--- src/rtl/regref_pkg.sv ---
package regref_pkg;

    localparam int OP_BITS  = 12;
    localparam int MOD_OPS  = 7;
    localparam int SKIP_OPS = 4;

    // Bit positions inside the instruction's low field
    localparam int BIT_CLR_AC = 11;
    localparam int BIT_CLR_E  = 10;
    localparam int BIT_CPL_AC = 9;
    localparam int BIT_CPL_E  = 8;
    localparam int BIT_ROT_R  = 7;
    localparam int BIT_ROT_L  = 6;
    localparam int BIT_INC_AC = 5;
    localparam int BIT_SK_POS = 4;
    localparam int BIT_SK_NEG = 3;
    localparam int BIT_SK_ZER = 2;
    localparam int BIT_SK_EZ  = 1;
    localparam int BIT_HALT   = 0;

    typedef struct packed {
        logic clr_ac;
        logic clr_e;
        logic cpl_ac;
        logic cpl_e;
        logic rot_r;
        logic rot_l;
        logic inc_ac;
    } mod_sel_t;

    typedef struct packed {
        logic sk_pos;
        logic sk_neg;
        logic sk_zer;
        logic sk_ez;
    } skip_sel_t;

endpackage

--- src/rtl/regref_decode.sv ---
module regref_decode
    import regref_pkg::*;
(
    input  logic               dec_op7,
    input  logic               ind_bit,
    input  logic               phase_t3,
    input  logic [OP_BITS-1:0] ir_low,
    output logic               exec_en,
    output mod_sel_t           mod_sel,
    output skip_sel_t          skip_sel,
    output logic               halt_req
);

    logic [OP_BITS-1:0] gated;

    always_comb begin
        exec_en = dec_op7 && !ind_bit && phase_t3;
    end

    genvar gi;
    generate
        for (gi = 0; gi < OP_BITS; gi++) begin : g_gate
            assign gated[gi] = exec_en & ir_low[gi];
        end
    endgenerate

    always_comb begin
        mod_sel.clr_ac  = gated[BIT_CLR_AC];
        mod_sel.clr_e   = gated[BIT_CLR_E];
        mod_sel.cpl_ac  = gated[BIT_CPL_AC];
        mod_sel.cpl_e   = gated[BIT_CPL_E];
        mod_sel.rot_r   = gated[BIT_ROT_R];
        mod_sel.rot_l   = gated[BIT_ROT_L];
        mod_sel.inc_ac  = gated[BIT_INC_AC];
        skip_sel.sk_pos = gated[BIT_SK_POS];
        skip_sel.sk_neg = gated[BIT_SK_NEG];
        skip_sel.sk_zer = gated[BIT_SK_ZER];
        skip_sel.sk_ez  = gated[BIT_SK_EZ];
        halt_req        = gated[BIT_HALT];
    end

endmodule

--- src/rtl/regref_alu.sv ---
module regref_alu
    import regref_pkg::*;
#(
    parameter int ACC_W = 16
) (
    input  logic [ACC_W-1:0] acc_in,
    input  logic             ext_in,
    input  mod_sel_t         mod_sel,
    output logic [ACC_W-1:0] acc_out,
    output logic             ext_out
);

    localparam int MSB = ACC_W - 1;

    // Stage values: index 0 is the input, each later stage one operation on
    logic [ACC_W-1:0] acc_st [MOD_OPS+1];
    logic             ext_st [MOD_OPS+1];

    always_comb begin
        acc_st[0] = acc_in;
        ext_st[0] = ext_in;

        acc_st[1] = mod_sel.clr_ac ? '0 : acc_st[0];
        ext_st[1] = ext_st[0];

        acc_st[2] = acc_st[1];
        ext_st[2] = mod_sel.clr_e ? 1'b0 : ext_st[1];

        acc_st[3] = mod_sel.cpl_ac ? ~acc_st[2] : acc_st[2];
        ext_st[3] = ext_st[2];

        acc_st[4] = acc_st[3];
        ext_st[4] = mod_sel.cpl_e ? ~ext_st[3] : ext_st[3];

        if (mod_sel.rot_r) begin
            acc_st[5] = {ext_st[4], acc_st[4][MSB:1]};
            ext_st[5] = acc_st[4][0];
        end else begin
            acc_st[5] = acc_st[4];
            ext_st[5] = ext_st[4];
        end

        if (mod_sel.rot_l) begin
            acc_st[6] = {acc_st[5][MSB-1:0], ext_st[5]};
            ext_st[6] = acc_st[5][MSB];
        end else begin
            acc_st[6] = acc_st[5];
            ext_st[6] = ext_st[5];
        end

        acc_st[7] = mod_sel.inc_ac ? acc_st[6] + 1'b1 : acc_st[6];
        ext_st[7] = ext_st[6];

        acc_out = acc_st[MOD_OPS];
        ext_out = ext_st[MOD_OPS];
    end

endmodule

--- src/rtl/regref_cond.sv ---
module regref_cond
    import regref_pkg::*;
#(
    parameter int ACC_W = 16
) (
    input  logic [ACC_W-1:0] acc_in,
    input  logic             ext_in,
    input  skip_sel_t        skip_sel,
    output logic             skip_out
);

    logic acc_neg;
    logic acc_zero;
    logic [SKIP_OPS-1:0] hits;

    always_comb begin
        acc_neg  = acc_in[ACC_W-1];
        acc_zero = (acc_in == '0);
        hits[3]  = skip_sel.sk_pos && !acc_neg;
        hits[2]  = skip_sel.sk_neg && acc_neg;
        hits[1]  = skip_sel.sk_zer && acc_zero;
        hits[0]  = skip_sel.sk_ez  && !ext_in;
        skip_out = |hits;
    end

endmodule

--- src/rtl/regref_exec.sv ---
module regref_exec
    import regref_pkg::*;
#(
    parameter int ACC_W = 16
) (
    input  logic               clk,
    input  logic               rst_n,
    input  logic               dec_op7,
    input  logic               ind_bit,
    input  logic               phase_t3,
    input  logic [OP_BITS-1:0] ir_low,
    input  logic               ld_en,
    input  logic [ACC_W-1:0]   ld_ac,
    input  logic               ld_e,
    output logic [ACC_W-1:0]   ac_q,
    output logic               e_q,
    output logic               pc_skip,
    output logic               halt_clr,
    output logic               sc_clr
);

    typedef struct packed {
        logic [ACC_W-1:0] ac;
        logic             e;
    } regs_t;

    regs_t      regs_d, regs_q;
    logic       exec_en;
    mod_sel_t   mod_sel;
    skip_sel_t  skip_sel;
    logic       halt_req;
    logic [ACC_W-1:0] alu_ac;
    logic             alu_e;
    logic             skip_hit;

    regref_decode u_decode (
        .dec_op7  (dec_op7),
        .ind_bit  (ind_bit),
        .phase_t3 (phase_t3),
        .ir_low   (ir_low),
        .exec_en  (exec_en),
        .mod_sel  (mod_sel),
        .skip_sel (skip_sel),
        .halt_req (halt_req)
    );

    regref_alu #(.ACC_W(ACC_W)) u_alu (
        .acc_in  (regs_q.ac),
        .ext_in  (regs_q.e),
        .mod_sel (mod_sel),
        .acc_out (alu_ac),
        .ext_out (alu_e)
    );

    regref_cond #(.ACC_W(ACC_W)) u_cond (
        .acc_in   (regs_q.ac),
        .ext_in   (regs_q.e),
        .skip_sel (skip_sel),
        .skip_out (skip_hit)
    );

    always_comb begin
        regs_d = regs_q;
        if (exec_en) begin
            regs_d.ac = alu_ac;
            regs_d.e  = alu_e;
        end else if (ld_en) begin
            regs_d.ac = ld_ac;
            regs_d.e  = ld_e;
        end
    end

    always_ff @(posedge clk or negedge rst_n) begin
        if (!rst_n) begin
            regs_q <= '0;
        end else begin
            regs_q <= regs_d;
        end
    end

    always_comb begin
        ac_q     = regs_q.ac;
        e_q      = regs_q.e;
        pc_skip  = skip_hit;
        halt_clr = halt_req;
        sc_clr   = exec_en;
    end


    skip_needs_exec_chk: assert property (@(posedge clk) disable iff (!rst_n)
        pc_skip |-> sc_clr);


    halt_needs_exec_chk: assert property (@(posedge clk) disable iff (!rst_n)
        halt_clr |-> (sc_clr && !pc_skip) || (sc_clr && pc_skip));


    idle_hold_chk: assert property (@(posedge clk) disable iff (!rst_n)
        (!sc_clr && !ld_en) |=> $stable(ac_q) && $stable(e_q));


    rot_right_chk: assert property (@(posedge clk) disable iff (!rst_n)
        (sc_clr && ir_low == 12'h080) |=> (e_q == $past(ac_q[0])) &&
                                          (ac_q[ACC_W-1] == $past(e_q)));


    rot_left_chk: assert property (@(posedge clk) disable iff (!rst_n)
        (sc_clr && ir_low == 12'h040) |=> (e_q == $past(ac_q[ACC_W-1])) &&
                                          (ac_q[0] == $past(e_q)));


    inc_wrap_chk: assert property (@(posedge clk) disable iff (!rst_n)
        (sc_clr && ir_low == 12'h020) |=> (ac_q == $past(ac_q) + 1'b1) &&
                                          $stable(e_q));


    zero_skip_chk: assert property (@(posedge clk) disable iff (!rst_n)
        (sc_clr && ir_low[BIT_SK_ZER] && ac_q == '0) |-> pc_skip);


    load_path_chk: assert property (@(posedge clk) disable iff (!rst_n)
        (!sc_clr && ld_en) |=> (ac_q == $past(ld_ac)) && (e_q == $past(ld_e)));

endmodule

--- config.mk ---
export PLATFORM = sky130hd
export DESIGN_NAME = regref_exec
export DESIGN_NICKNAME = d
export VERILOG_FILES = /design/src/rtl/regref_pkg.sv /design/src/rtl/regref_decode.sv /design/src/rtl/regref_alu.sv /design/src/rtl/regref_cond.sv /design/src/rtl/regref_exec.sv
export SDC_FILE = /design/constraint.sdc
export NUM_CORES = 1
export LEC_CHECK = 0
export ABC_AREA = 1
export BUFFER_PORTS_ARGS = -buffer_cell sky130_fd_sc_hd__buf_2
export CAP_MARGIN = 20
export CORE_MARGIN = 5
export CORE_UTILIZATION = 26
export CTS_BUF_LIST = sky130_fd_sc_hd__clkbuf_16
export CTS_CLUSTER_DIAMETER = 50
export CTS_CLUSTER_SIZE = 20
export DETAILED_ROUTE_END_ITERATION = 8
export GPL_TIMING_DRIVEN = 0
export PLACE_DENSITY = 0.46
export SLEW_MARGIN = 5
export SYNTH_ARGS = -nofsm -noshare
export SYNTH_HDL_FRONTEND = slang
export SYNTH_SLANG_ARGS = --single-unit
--- constraint.sdc ---
create_clock -name clk -period 2.06 [get_ports clk]
set_input_delay 0.515 -clock clk [delete_from_list [all_inputs] [get_ports clk]]
set_output_delay 0.515 -clock clk [all_outputs]
set_load 0.02 [all_outputs]
==> impl_metrics.env, run 1 <==
export IMPL_status="finished with violations"
export IMPL_violations="negative setup slack"
export IMPL_crit_start="phase_t3"
export IMPL_route_final_wire_length_mm=9.112
export IMPL_core_area_mm2=0.008175
export IMPL_start_kind="primary input"
export IMPL_tightest_slew_ns=0.6154
export IMPL_cts_tree="yes"
export IMPL_wl_met2_mm=4.395
export IMPL_place_area_mm2=0.002651
export IMPL_p_leak_nw=1.663
export IMPL_grt_overflow=0
export IMPL_drv_slew=0
export IMPL_clockBufferDepth=2
export IMPL_routabilityCongestion=0.8611
export IMPL_clkLatencyLatePin_ns=0.25
export IMPL_crit_end="ac_q[6]$_DFFE_PN0P_"
export IMPL_pwr_share_seq_pct=26.3
export IMPL_hold_violations=0
export IMPL_pin_count=55
export IMPL_syn_area_mm2=0.002180
export IMPL_cp_end_kind="flop"
export IMPL_rr_worst_depth=14
export IMPL_dieArea_mm2=0.01031
export IMPL_rrSetupSlack_ns=-0.09
export IMPL_clk_pin_slew_ns=0.05
export IMPL_cp_max_fo=7
export IMPL_fmax_mhz=443.3
export IMPL_synth_ff_type="dfrtp_1"
export IMPL_grt_use_total_pct=16.72
export IMPL_die_y_um=101.6
export IMPL_diodes=0
export IMPL_ys_ff_latch=17
export IMPL_synth_yosys_warnings=0
export IMPL_synth_top_cell_by_area="nand3_1"
export IMPL_clock_sinks=17
export IMPL_seq_area_frac_synth_pct=19.52
export IMPL_wl_met1_mm=4.242
export IMPL_num_vias=2987
export IMPL_synth_area_top_cells="nand3_1 (25%), nand2_1 (22%), dfrtp_1 (20%)"
export IMPL_period_share_pct=109.5
export IMPL_syn_nets=429
export IMPL_clock_root_buffer="clkbuf_16"
export IMPL_drt_initial_drc_count=102
export IMPL_min_period_ns=2.256
export IMPL_ys_types=37
export IMPL_ctsHoldBuffers=0
export IMPL_viasPerCell=5.132
export IMPL_antenna_found_initial=0
export IMPL_synthTopCellsByCount="nand2_1 (129), nand3_1 (111), nor2_1 (32), inv_1 (23), dfrtp_1 (17)"
export IMPL_rsz0062_at_grt="true"
export IMPL_critPathKind="in2reg"
export IMPL_powerDensity_mw_per_mm2=484.6
export IMPL_slew_headroom_pct=58.98
export IMPL_synth_edf_count=0
export IMPL_htree_levels=1
export IMPL_reg2reg_from="ac_q[1]$_DFFE_PN0P_"
export IMPL_grt_pass1_vias=2814
export IMPL_initial_core_util_pct=26.66
export IMPL_drive_gt1_share_pct=45.07
export IMPL_power_frac_comb_pct=51.3
export IMPL_synth_most_common_cell="nand2_1"
export IMPL_synthCells=393
export IMPL_maxCapViolCount=0
export IMPL_worstPathArrival_ns=2.39
export IMPL_rows=33
export IMPL_async_flop_share_pct=100.0
export IMPL_hold_class="in2async"
export IMPL_p_int_w=0.0009685
export IMPL_crit_required_ns=2.19
export IMPL_wire_per_inst_um=15.66
export IMPL_p_sw_share_pct=43.36
export IMPL_r2r_end="ac_q[12]$_DFFE_PN0P_"
export IMPL_antenna_left=0
export IMPL_route_met3_wl_um=298
export IMPL_final_core_util_pct=43.16
export IMPL_synth_top_area_share_pct=25.49
export IMPL_syn_avg_cell_area_um2=5.546
export IMPL_p_clk_share_pct=22.5
export IMPL_power_switching_w=0.0007415
export IMPL_cts_buffers=3
export IMPL_drc=0
export IMPL_finalSetupViolations=15
export IMPL_skew_ns=0.001117
export IMPL_fp_dieW_um=101.6
export IMPL_grt_pass1_wl_mm=13.68
export IMPL_ir_worst_vdd_mv=0.4715
export IMPL_fillCellCount=881
export IMPL_finalNetCount=514
export IMPL_firstDrtPassIters=4
export IMPL_io_buffers=54
export IMPL_area_growth_pct=61.88
export IMPL_design_area_mm2=0.003528
export IMPL_finalWorstSetupSlack_ns=-0.1956
export IMPL_top_layer="met4"
export IMPL_place_detailed_hpwl_mm=6.683
export IMPL_grt_max_degree=18
-- worst min-delay path by stage --
stage               startpoint                   end  slack [ns]  depth (start not counted)
global placement         rst_n  ac_q[13]$_DFFE_PN0P_        0.46                          1
global route             rst_n   ac_q[6]$_DFFE_PN0P_        0.21                          1
finish                   rst_n  ac_q[13]$_DFFE_PN0P_        0.18                          1
CTS                      rst_n  ac_q[13]$_DFFE_PN0P_        0.20                          1
detailed placement       rst_n  ac_q[13]$_DFFE_PN0P_        0.46                          1
floorplan                rst_n   ac_q[0]$_DFFE_PN0P_        0.22                          0
-- sequential cells by signal, indices dropped and copies added, names as in the netlist --
signal  flops
e_q         1
ac_q       16
-- metrics by stage --
stage,worst slack (ns),power [W],hold WS (ns),setup TNS (ns),cells
2_1_floorplan,-0.02116,0.0008572,0.2194,-0.04067,393
3_3_place_gp,-0.5447,0.001074,0.4634,-6.209,552
3_5_place_dp,-0.5549,0.001073,0.4589,-6.139,552
4_1_cts,-0.1689,0.001570,0.1963,-1.533,573
5_1_grt,-0.3385,0.001809,0.2126,-3.481,582
6_report,-0.1956,0.001710,0.1829,-1.718,582
-- timing repair --
item | 4_1_cts | 5_1_grt
pin swaps | 28 | 42
setup buffers | 17 | 9
hold endpoints to repair | 0 | 0
gates resized for setup | 74 | 85
endpoints found under the setup margin | 15 | 16
-- cells by family after synthesis --
kind of cell / synth area share (%)
simple gates: 62.40
buf+inv: 8.840
compound gates: 8.267
flops: 19.52
xor+xnor: 0.4019
fa+ha+maj: 0.5740
-- critical path: stages --
cell and delay, ns:
buf_12 0.09, nand2_8 0.05, nor2_8 0.20, buf_6 0.15, nand4_1 0.20, nand3_2 0.17, nand3_2 0.08, nand2_2 0.09
inv_2 0.05, ha_4 0.16, nand2_4 0.07, nor2_4 0.04, nand4_1 0.17, buf_4 0.15, nand2_1 0.06, nand3_2 0.08
nand3_2 0.06
-- power groups by stage --
stage               Clock [W]  Sequential [W]  Combinational (W)
floorplan                   0        0.000477           0.000380
global placement            0        0.000456           0.000618
detailed placement          0        0.000456           0.000616
CTS                  0.000386        0.000445           0.000739
global route         0.000402        0.000452           0.000955
finish               0.000384        0.000449           0.000877
-- routing by layer --
layer / track usage (%) / vias to the layer above
met2: 28.82 / 86
met1: 22.43 / 1387
met4: 5.112 / 0
met5: 0 / -
li1: - / 1500
met3: 0.8953 / 14
-- cells in the final DEF (no fill, tap or decap), types with 3 or more instances in the layout --
master / synthesis / final
clkbuf_16: 0 / 3
inv_1: 23 / 19
buf_4: 2 / 25
o21ai_1: 4 / 6
nand2_2: 4 / 28
nand3_2: 1 / 34
a21oi_1: 6 / 5
clkbuf_1: 7 / 3
nand3_4: 0 / 8
inv_2: 3 / 6
nor2_1: 32 / 21
nand2_4: 1 / 8
nand2_8: 0 / 3
o21ai_0: 10 / 6
nor2_2: 3 / 6
nand3_1: 111 / 70
buf_2: 7 / 52
nand4_1: 8 / 8
dfrtp_1: 17 / 13
buf_6: 1 / 10
nor2_4: 2 / 10
dfrtp_2: 0 / 4
nand2_1: 129 / 95
-- cell type report --
class	count	area, um^2	area share, %
Buffer	18	142.6	4.043
Multi-Input combinational cell	331	2116	59.96
Clock inverter	1	3.754	0.1064
Clock buffer	3	75.07	2.128
Tap cell	105	131.4	3.723
Sequential cell	17	430.4	12.20
Timing Repair Buffer	80	518.0	14.68
Inverter	27	111.4	3.156
(Power assumes the default switching activity.)
==> run 2: changes to the inputs <==
--- a/config.mk
+++ b/config.mk
@@ -15,8 +15,9 @@
 export CTS_CLUSTER_SIZE = 20
 export DETAILED_ROUTE_END_ITERATION = 8
 export GPL_TIMING_DRIVEN = 0
-export PLACE_DENSITY = 0.46
+export PLACE_DENSITY_LB_ADDON = 0.1
 export SLEW_MARGIN = 5
 export SYNTH_ARGS = -nofsm -noshare
 export SYNTH_HDL_FRONTEND = slang
+export SYNTH_HIERARCHICAL = 1
 export SYNTH_SLANG_ARGS = --single-unit
==> impl_metrics.env, run 2 <==
export IMPL_fp_dieW_um=105.2
export IMPL_area_growth_pct=53.40
export IMPL_violations="negative setup slack"
export IMPL_syn_nets=432
export IMPL_synth_area_top_cells="nand2_1 (22%), nand3_1 (21%), dfrtp_1 (18%)"
export IMPL_clock_sinks=17
export IMPL_clockBufferDepth=2
export IMPL_clock_root_buffer="clkbuf_16"
export IMPL_p_clk_share_pct=23.4
export IMPL_hold_class="in2async"
export IMPL_power_frac_comb_pct=50.6
export IMPL_fillCellCount=930
export IMPL_synth_ff_type="dfrtp_1"
export IMPL_crit_required_ns=2.19
export IMPL_hold_violations=0
export IMPL_num_vias=2882
export IMPL_grt_pass1_wl_mm=13.10
export IMPL_dieArea_mm2=0.01106
export IMPL_finalNetCount=528
export IMPL_skew_ns=0.002916
export IMPL_drive_gt1_share_pct=45.42
export IMPL_syn_avg_cell_area_um2=5.946
export IMPL_core_area_mm2=0.008763
export IMPL_synth_edf_count=0
export IMPL_finalSetupViolations=17
export IMPL_power_switching_w=0.0007390
export IMPL_period_share_pct=110.8
export IMPL_synth_top_area_share_pct=21.68
export IMPL_slew_headroom_pct=68.48
export IMPL_tightest_slew_ns=0.4723
export IMPL_fin_cells=599
export IMPL_diodes=0
export IMPL_async_flop_share_pct=100.0
export IMPL_ys_ff_latch=17
export IMPL_htree_levels=1
export IMPL_pin_count=55
export IMPL_start_kind="primary input"
export IMPL_syn_area_mm2=0.002355
export IMPL_clk_pin_slew_ns=0.06
export IMPL_place_detailed_hpwl_mm=6.285
export IMPL_grt_overflow=0
export IMPL_status="finished with violations"
export IMPL_powerDensity_mw_per_mm2=481.9
export IMPL_initial_core_util_pct=26.87
export IMPL_p_sw_share_pct=42.46
export IMPL_viasPerCell=4.811
export IMPL_critPathKind="in2reg"
export IMPL_wire_per_inst_um=14.19
export IMPL_synthTopCellsByCount="nand2_1 (136), nand3_1 (101), inv_1 (31), nor2_1 (19), dfrtp_1 (17)"
export IMPL_cp_max_fo=6
export IMPL_dpl_worst_slack_ns=-0.7316
export IMPL_place_inst=557
export IMPL_rows=34
export IMPL_clkLatencyLatePin_ns=0.25
export IMPL_p_int_w=0.001002
export IMPL_pwr_share_seq_pct=26.1
export IMPL_routabilityCongestion=0.8593
export IMPL_drt_initial_drc_count=94
export IMPL_drv_slew=0
export IMPL_die_y_um=105.2
export IMPL_final_core_util_pct=41.22
export IMPL_ctsHoldBuffers=0
export IMPL_grt_max_degree=18
export IMPL_largest_reg_flops=16
export IMPL_seq_area_frac_synth_pct=18.07
export IMPL_min_period_ns=2.282
export IMPL_synth_yosys_warnings=6
export IMPL_route_final_wire_length_mm=8.497
export IMPL_ys_types=30
export IMPL_antenna_found_initial=0
export IMPL_fmax_mhz=438.3
export IMPL_rsz0062_at_grt="true"
export IMPL_synth_most_common_cell="nand2_1"
export IMPL_firstDrtPassIters=4
export IMPL_finalPower_w=0.001741
export IMPL_synth_top_cell_by_area="nand2_1"
export IMPL_mostFrequentLayoutCells="nand2_1 (109), nand3_1 (79), buf_2 (54), buf_4 (36), inv_1 (30)"
export IMPL_setup_tns_ns=-2.018
export IMPL_p_leak_nw=1.812
export IMPL_grt_pass1_vias=2659
export IMPL_cts_tree="yes"
export IMPL_ir_worst_vdd_mv=0.4209
export IMPL_layout_commonest_cell="nand2_1"
export IMPL_maxCapViolCount=0
export IMPL_synthCells=396
export IMPL_drc=0
export IMPL_finalWorstSetupSlack_ns=-0.2218
export IMPL_cts_buffers=3
export IMPL_io_buffers=53
export IMPL_cp_end_kind="flop"
export IMPL_antenna_left=0
export IMPL_grt_use_total_pct=14.23
export IMPL_worstPathArrival_ns=2.41
## run 2: logic make-up (layout without fill, tap and decap cells)
kind of cell / count (synthesis) / after routing / synth area share [%]
compound gates: 8 / 8 / 2.018
xor+xnor: 8 / 8 / 2.976
fa+ha+maj: 1 / 1 / 0.5313
buf+inv: 57 / 152 / 13.76
flops: 17 / 17 / 18.07
simple gates: 305 / 305 / 62.65
## run 2: through the flow
step / cell area, um^2 / hold WS, ns
CTS: 3161 / 0.2162
global route: 3612 / 0.2429
global placement: 2829 / 0.4790
finish: 3612 / 0.1988
floorplan: 2429 / 0.2194
detailed placement: 2829 / 0.4851
## run 2: per-layer routing
| layer | vias up | GRT usage, % | routed length [um] | part of all wire (%) |
|---|---|---|---|---|
| met5 | - | 0 | 0 | 0 |
| met4 | 0 | 3.105 | 91 | 1.1 |
| li1 | 1466 | - | - | - |
| met2 | 60 | 23.97 | 4071 | 48 |
| met1 | 1345 | 19.75 | 4024 | 47 |
| met3 | 11 | 1.233 | 310 | 3.6 |
## run 2: path summary, 6_finish.rpt
check                                           from  cells after the start  slack (ns)                   end
worst min-delay path                           rst_n                      1        0.20   ac_q[2]$_DFFE_PN0P_
worst min register to register  ac_q[14]$_DFFE_PN0P_                      2        0.60  ac_q[14]$_DFFE_PN0P_
worst max-delay path                         ind_bit                     20       -0.22   ac_q[8]$_DFFE_PN0P_
max in group asynchronous                      rst_n                      1        1.55  ac_q[14]$_DFFE_PN0P_
min in group clk                           ld_ac[12]                      3        0.51  ac_q[12]$_DFFE_PN0P_
worst max register to register   ac_q[0]$_DFFE_PN0P_                     13        0.10   ac_q[8]$_DFFE_PN0P_
## run 2: layout make-up
class | instances | area (um^2) | share of cell area (%)
Sequential cell | 17 | 425.4 | 11.78
Buffer | 19 | 205.2 | 5.681
Clock inverter | 1 | 5.005 | 0.1386
Clock buffer | 3 | 75.07 | 2.078
Timing Repair Buffer | 91 | 619.3 | 17.15
Inverter | 38 | 172.7 | 4.780
Multi-Input combinational cell | 322 | 1974 | 54.66
Tap cell | 108 | 135.1 | 3.741
## run 2: worst max-delay path, stage by stage
cell and delay (ns):
buf_8 0.11, inv_12 0.04, nand3_4 0.06, buf_12 0.14
nor2_4 0.08, buf_6 0.13, inv_8 0.05, buf_12 0.13
nand2_8 0.06, nand3_4 0.07, nand2_4 0.10, nand2_4 0.06
nand2_4 0.10, ha_4 0.17, nand3_2 0.08, nor2_4 0.16
nand2_1 0.09, xnor2_1 0.13, nand2_1 0.06, nand3_1 0.07
## run 2: power groups by stage
stage                     Clock, W  Combinational, W  Sequential [W]
final                     0.000407          0.000880        0.000454
after global routing      0.000436          0.000965        0.000461
after CTS                 0.000418          0.000721        0.000454
after detailed placement         0          0.000657        0.000460
after global placement           0          0.000654        0.000459
after floorplan                  0          0.000427        0.000480
## run 2: repair_timing
item,in CTS,in global routing
hold endpoints to repair,0,0
cloned,1,1
resized for setup,28,71
pin swaps,15,31
setup endpoints to repair,15,18
buffers inserted,15,21
==> run 3: changes to the inputs <==
--- a/config.mk
+++ b/config.mk
@@ -16,6 +16,7 @@
 export DETAILED_ROUTE_END_ITERATION = 8
 export GPL_TIMING_DRIVEN = 0
 export PLACE_DENSITY_LB_ADDON = 0.1
+export RECOVER_POWER = 50
 export SLEW_MARGIN = 5
 export SYNTH_ARGS = -nofsm -noshare
 export SYNTH_HDL_FRONTEND = slang
==> impl_metrics.env, run 3 (synthesized netlist as in run 2, its figures left out) <==
export IMPL_status="finished with violations"
export IMPL_violations="negative setup slack"
export IMPL_final_core_util_pct=41.19
export IMPL_finalWorstSetupSlack_ns=-0.2224
export IMPL_gr_usage_met2_pct=23.97
export IMPL_pwr_share_seq_pct=26.1
export IMPL_route_final_wire_length_mm=8.508
export IMPL_period_share_pct=110.8
export IMPL_htree_levels=1
export IMPL_tightest_slew_ns=1.050
export IMPL_core_area_mm2=0.008763
export IMPL_diodes=0
export IMPL_grt_pass1_vias=2659
export IMPL_finalSetupViolations=17
export IMPL_fmax_mhz=438.1
export IMPL_drive_gt1_share_pct=45.01
export IMPL_layout_commonest_cell="nand2_1"
export IMPL_area_growth_pct=53.29
export IMPL_r2r_end="ac_q[8]$_DFFE_PN0P_"
export IMPL_grt_use_total_pct=14.23
export IMPL_min_period_ns=2.282
export IMPL_drc=0
export IMPL_setup_tns_ns=-2.015
export IMPL_wire_per_inst_um=14.20
export IMPL_dieArea_mm2=0.01106
export IMPL_io_buffers=53
export IMPL_grt_pass1_wl_mm=13.10
export IMPL_skew_ns=0.002881
export IMPL_clock_sinks=17
export IMPL_clkLatencyLatePin_ns=0.25
export IMPL_ctsHoldBuffers=0
export IMPL_grt_busiest_layer="met2"
export IMPL_rsz0062_at_grt="true"
export IMPL_mostFrequentLayoutCells="nand2_1 (109), nand3_1 (79), buf_2 (52), buf_4 (36), inv_1 (30)"
export IMPL_clock_root_buffer="clkbuf_16"
export IMPL_antenna_found_initial=0
export IMPL_powerDensity_mw_per_mm2=482.3
export IMPL_drv_slew=0
export IMPL_p_sw_share_pct=42.53
export IMPL_hold_class="in2async"
export IMPL_critPathKind="in2reg"
export IMPL_rrSetupSlack_ns=0.11
export IMPL_cp_max_fo=6
export IMPL_largest_reg_flops=16
export IMPL_firstDrtPassIters=4
export IMPL_crit_required_ns=2.19
export IMPL_die_y_um=105.2
export IMPL_p_int_w=0.001001
export IMPL_place_detailed_hpwl_mm=6.285
export IMPL_maxCapViolCount=0
export IMPL_num_vias=2881
export IMPL_rr_worst_depth=13
export IMPL_antenna_left=0
export IMPL_grt_use_met1_pct=19.75
export IMPL_initial_core_util_pct=26.87
export IMPL_cts_tree="yes"
export IMPL_p_clk_share_pct=23.4
export IMPL_finalPower_w=0.001741
export IMPL_worstPathArrival_ns=2.41
export IMPL_start_kind="primary input"
export IMPL_cts_buffers=3
export IMPL_grt_overflow=0
export IMPL_clockBufferDepth=2
export IMPL_slew_headroom_pct=30.03
export IMPL_whs_ns=0.4284
export IMPL_cp_end_kind="flop"
export IMPL_use_met3_pct=1.233
export IMPL_fp_dieW_um=105.2
export IMPL_viasPerCell=4.810
export IMPL_clk_pin_slew_ns=0.06
export IMPL_rows=34
export IMPL_power_switching_w=0.0007405
export IMPL_ir_worst_vdd_mv=0.4208
export IMPL_power_frac_comb_pct=50.5
export IMPL_drt_initial_drc_count=94
export IMPL_grt_max_degree=18
export IMPL_p_leak_nw=1.806
export IMPL_hold_violations=0
export IMPL_pin_count=55
export IMPL_routabilityCongestion=0.8593
export IMPL_finalNetCount=528
export IMPL_reg2reg_from="ac_q[0]$_DFFE_PN0P_"
## run 3: critical path, stage by stage
cell and delay, ns:
buf_8 0.11, inv_12 0.04, nand3_4 0.06, buf_12 0.14
nor2_4 0.08, buf_6 0.13, inv_8 0.05, buf_12 0.13
nand2_8 0.06, nand3_4 0.07, nand2_4 0.10, nand2_4 0.06
nand2_4 0.10, ha_4 0.17, nand3_2 0.08, nor2_4 0.16
nand2_1 0.09, xnor2_1 0.13, nand2_1 0.06, nand3_1 0.07
## run 3: what timing repair did
action / CTS / global route
pin swaps: 15 / 31
resized for setup: 28 / 71
cloned: 1 / 1
setup buffers: 15 / 21
endpoints found under the setup margin: 15 / 18
## run 3: final cells by class
cell class | count | area [um^2]
Buffer | 19 | 205.2
Clock buffer | 3 | 75.07
Clock inverter | 1 | 5.005
Fill cell | 930 | 5154
Inverter | 38 | 172.7
Multi-Input combinational cell | 322 | 1974
Sequential cell | 17 | 425.4
Tap cell | 108 | 135.1
Timing Repair Buffer | 91 | 616.8
## run 3: metrics by stage
stage | area [um^2] | cells | worst slack (ns)
6_report | 3610 | 599 | -0.2224
3_3_place_gp | 2829 | 557 | -0.7166
4_1_cts | 3161 | 577 | -0.1977
5_1_grt | 3610 | 599 | -0.3392
3_5_place_dp | 2829 | 557 | -0.7316
2_1_floorplan | 2429 | 396 | -0.2802
## run 3: worst max-delay path by stage
stage	start	to	slack, ns	depth (start not counted)
2_1_floorplan	ind_bit	ac_q[4]$_DFFE_PN0P_	-0.28	19
3_3_place_gp	ind_bit	ac_q[4]$_DFFE_PN0P_	-0.72	20
3_5_place_dp	ind_bit	ac_q[8]$_DFFE_PN0P_	-0.73	20
4_1_cts	ind_bit	ac_q[8]$_DFFE_PN0P_	-0.20	20
5_1_grt	ind_bit	ac_q[12]$_DFFE_PN0P_	-0.34	21
6_report	ind_bit	ac_q[8]$_DFFE_PN0P_	-0.22	20
## run 3: power by group through the flow
stage	logic [W]	clock network, W	registers, W
6_report	0.000880	0.000407	0.000454
5_1_grt	0.000965	0.000436	0.000462
4_1_cts	0.000721	0.000418	0.000454
3_5_place_dp	0.000657	0	0.000460
3_3_place_gp	0.000654	0	0.000459
2_1_floorplan	0.000427	0	0.000480
## run 3: layer usage
metal / vias up / routed length, um
li1: 1467 / -
met1: 1346 / 4048
met2: 57 / 4073
met3: 11 / 294
met4: 0 / 91
met5: - / 0
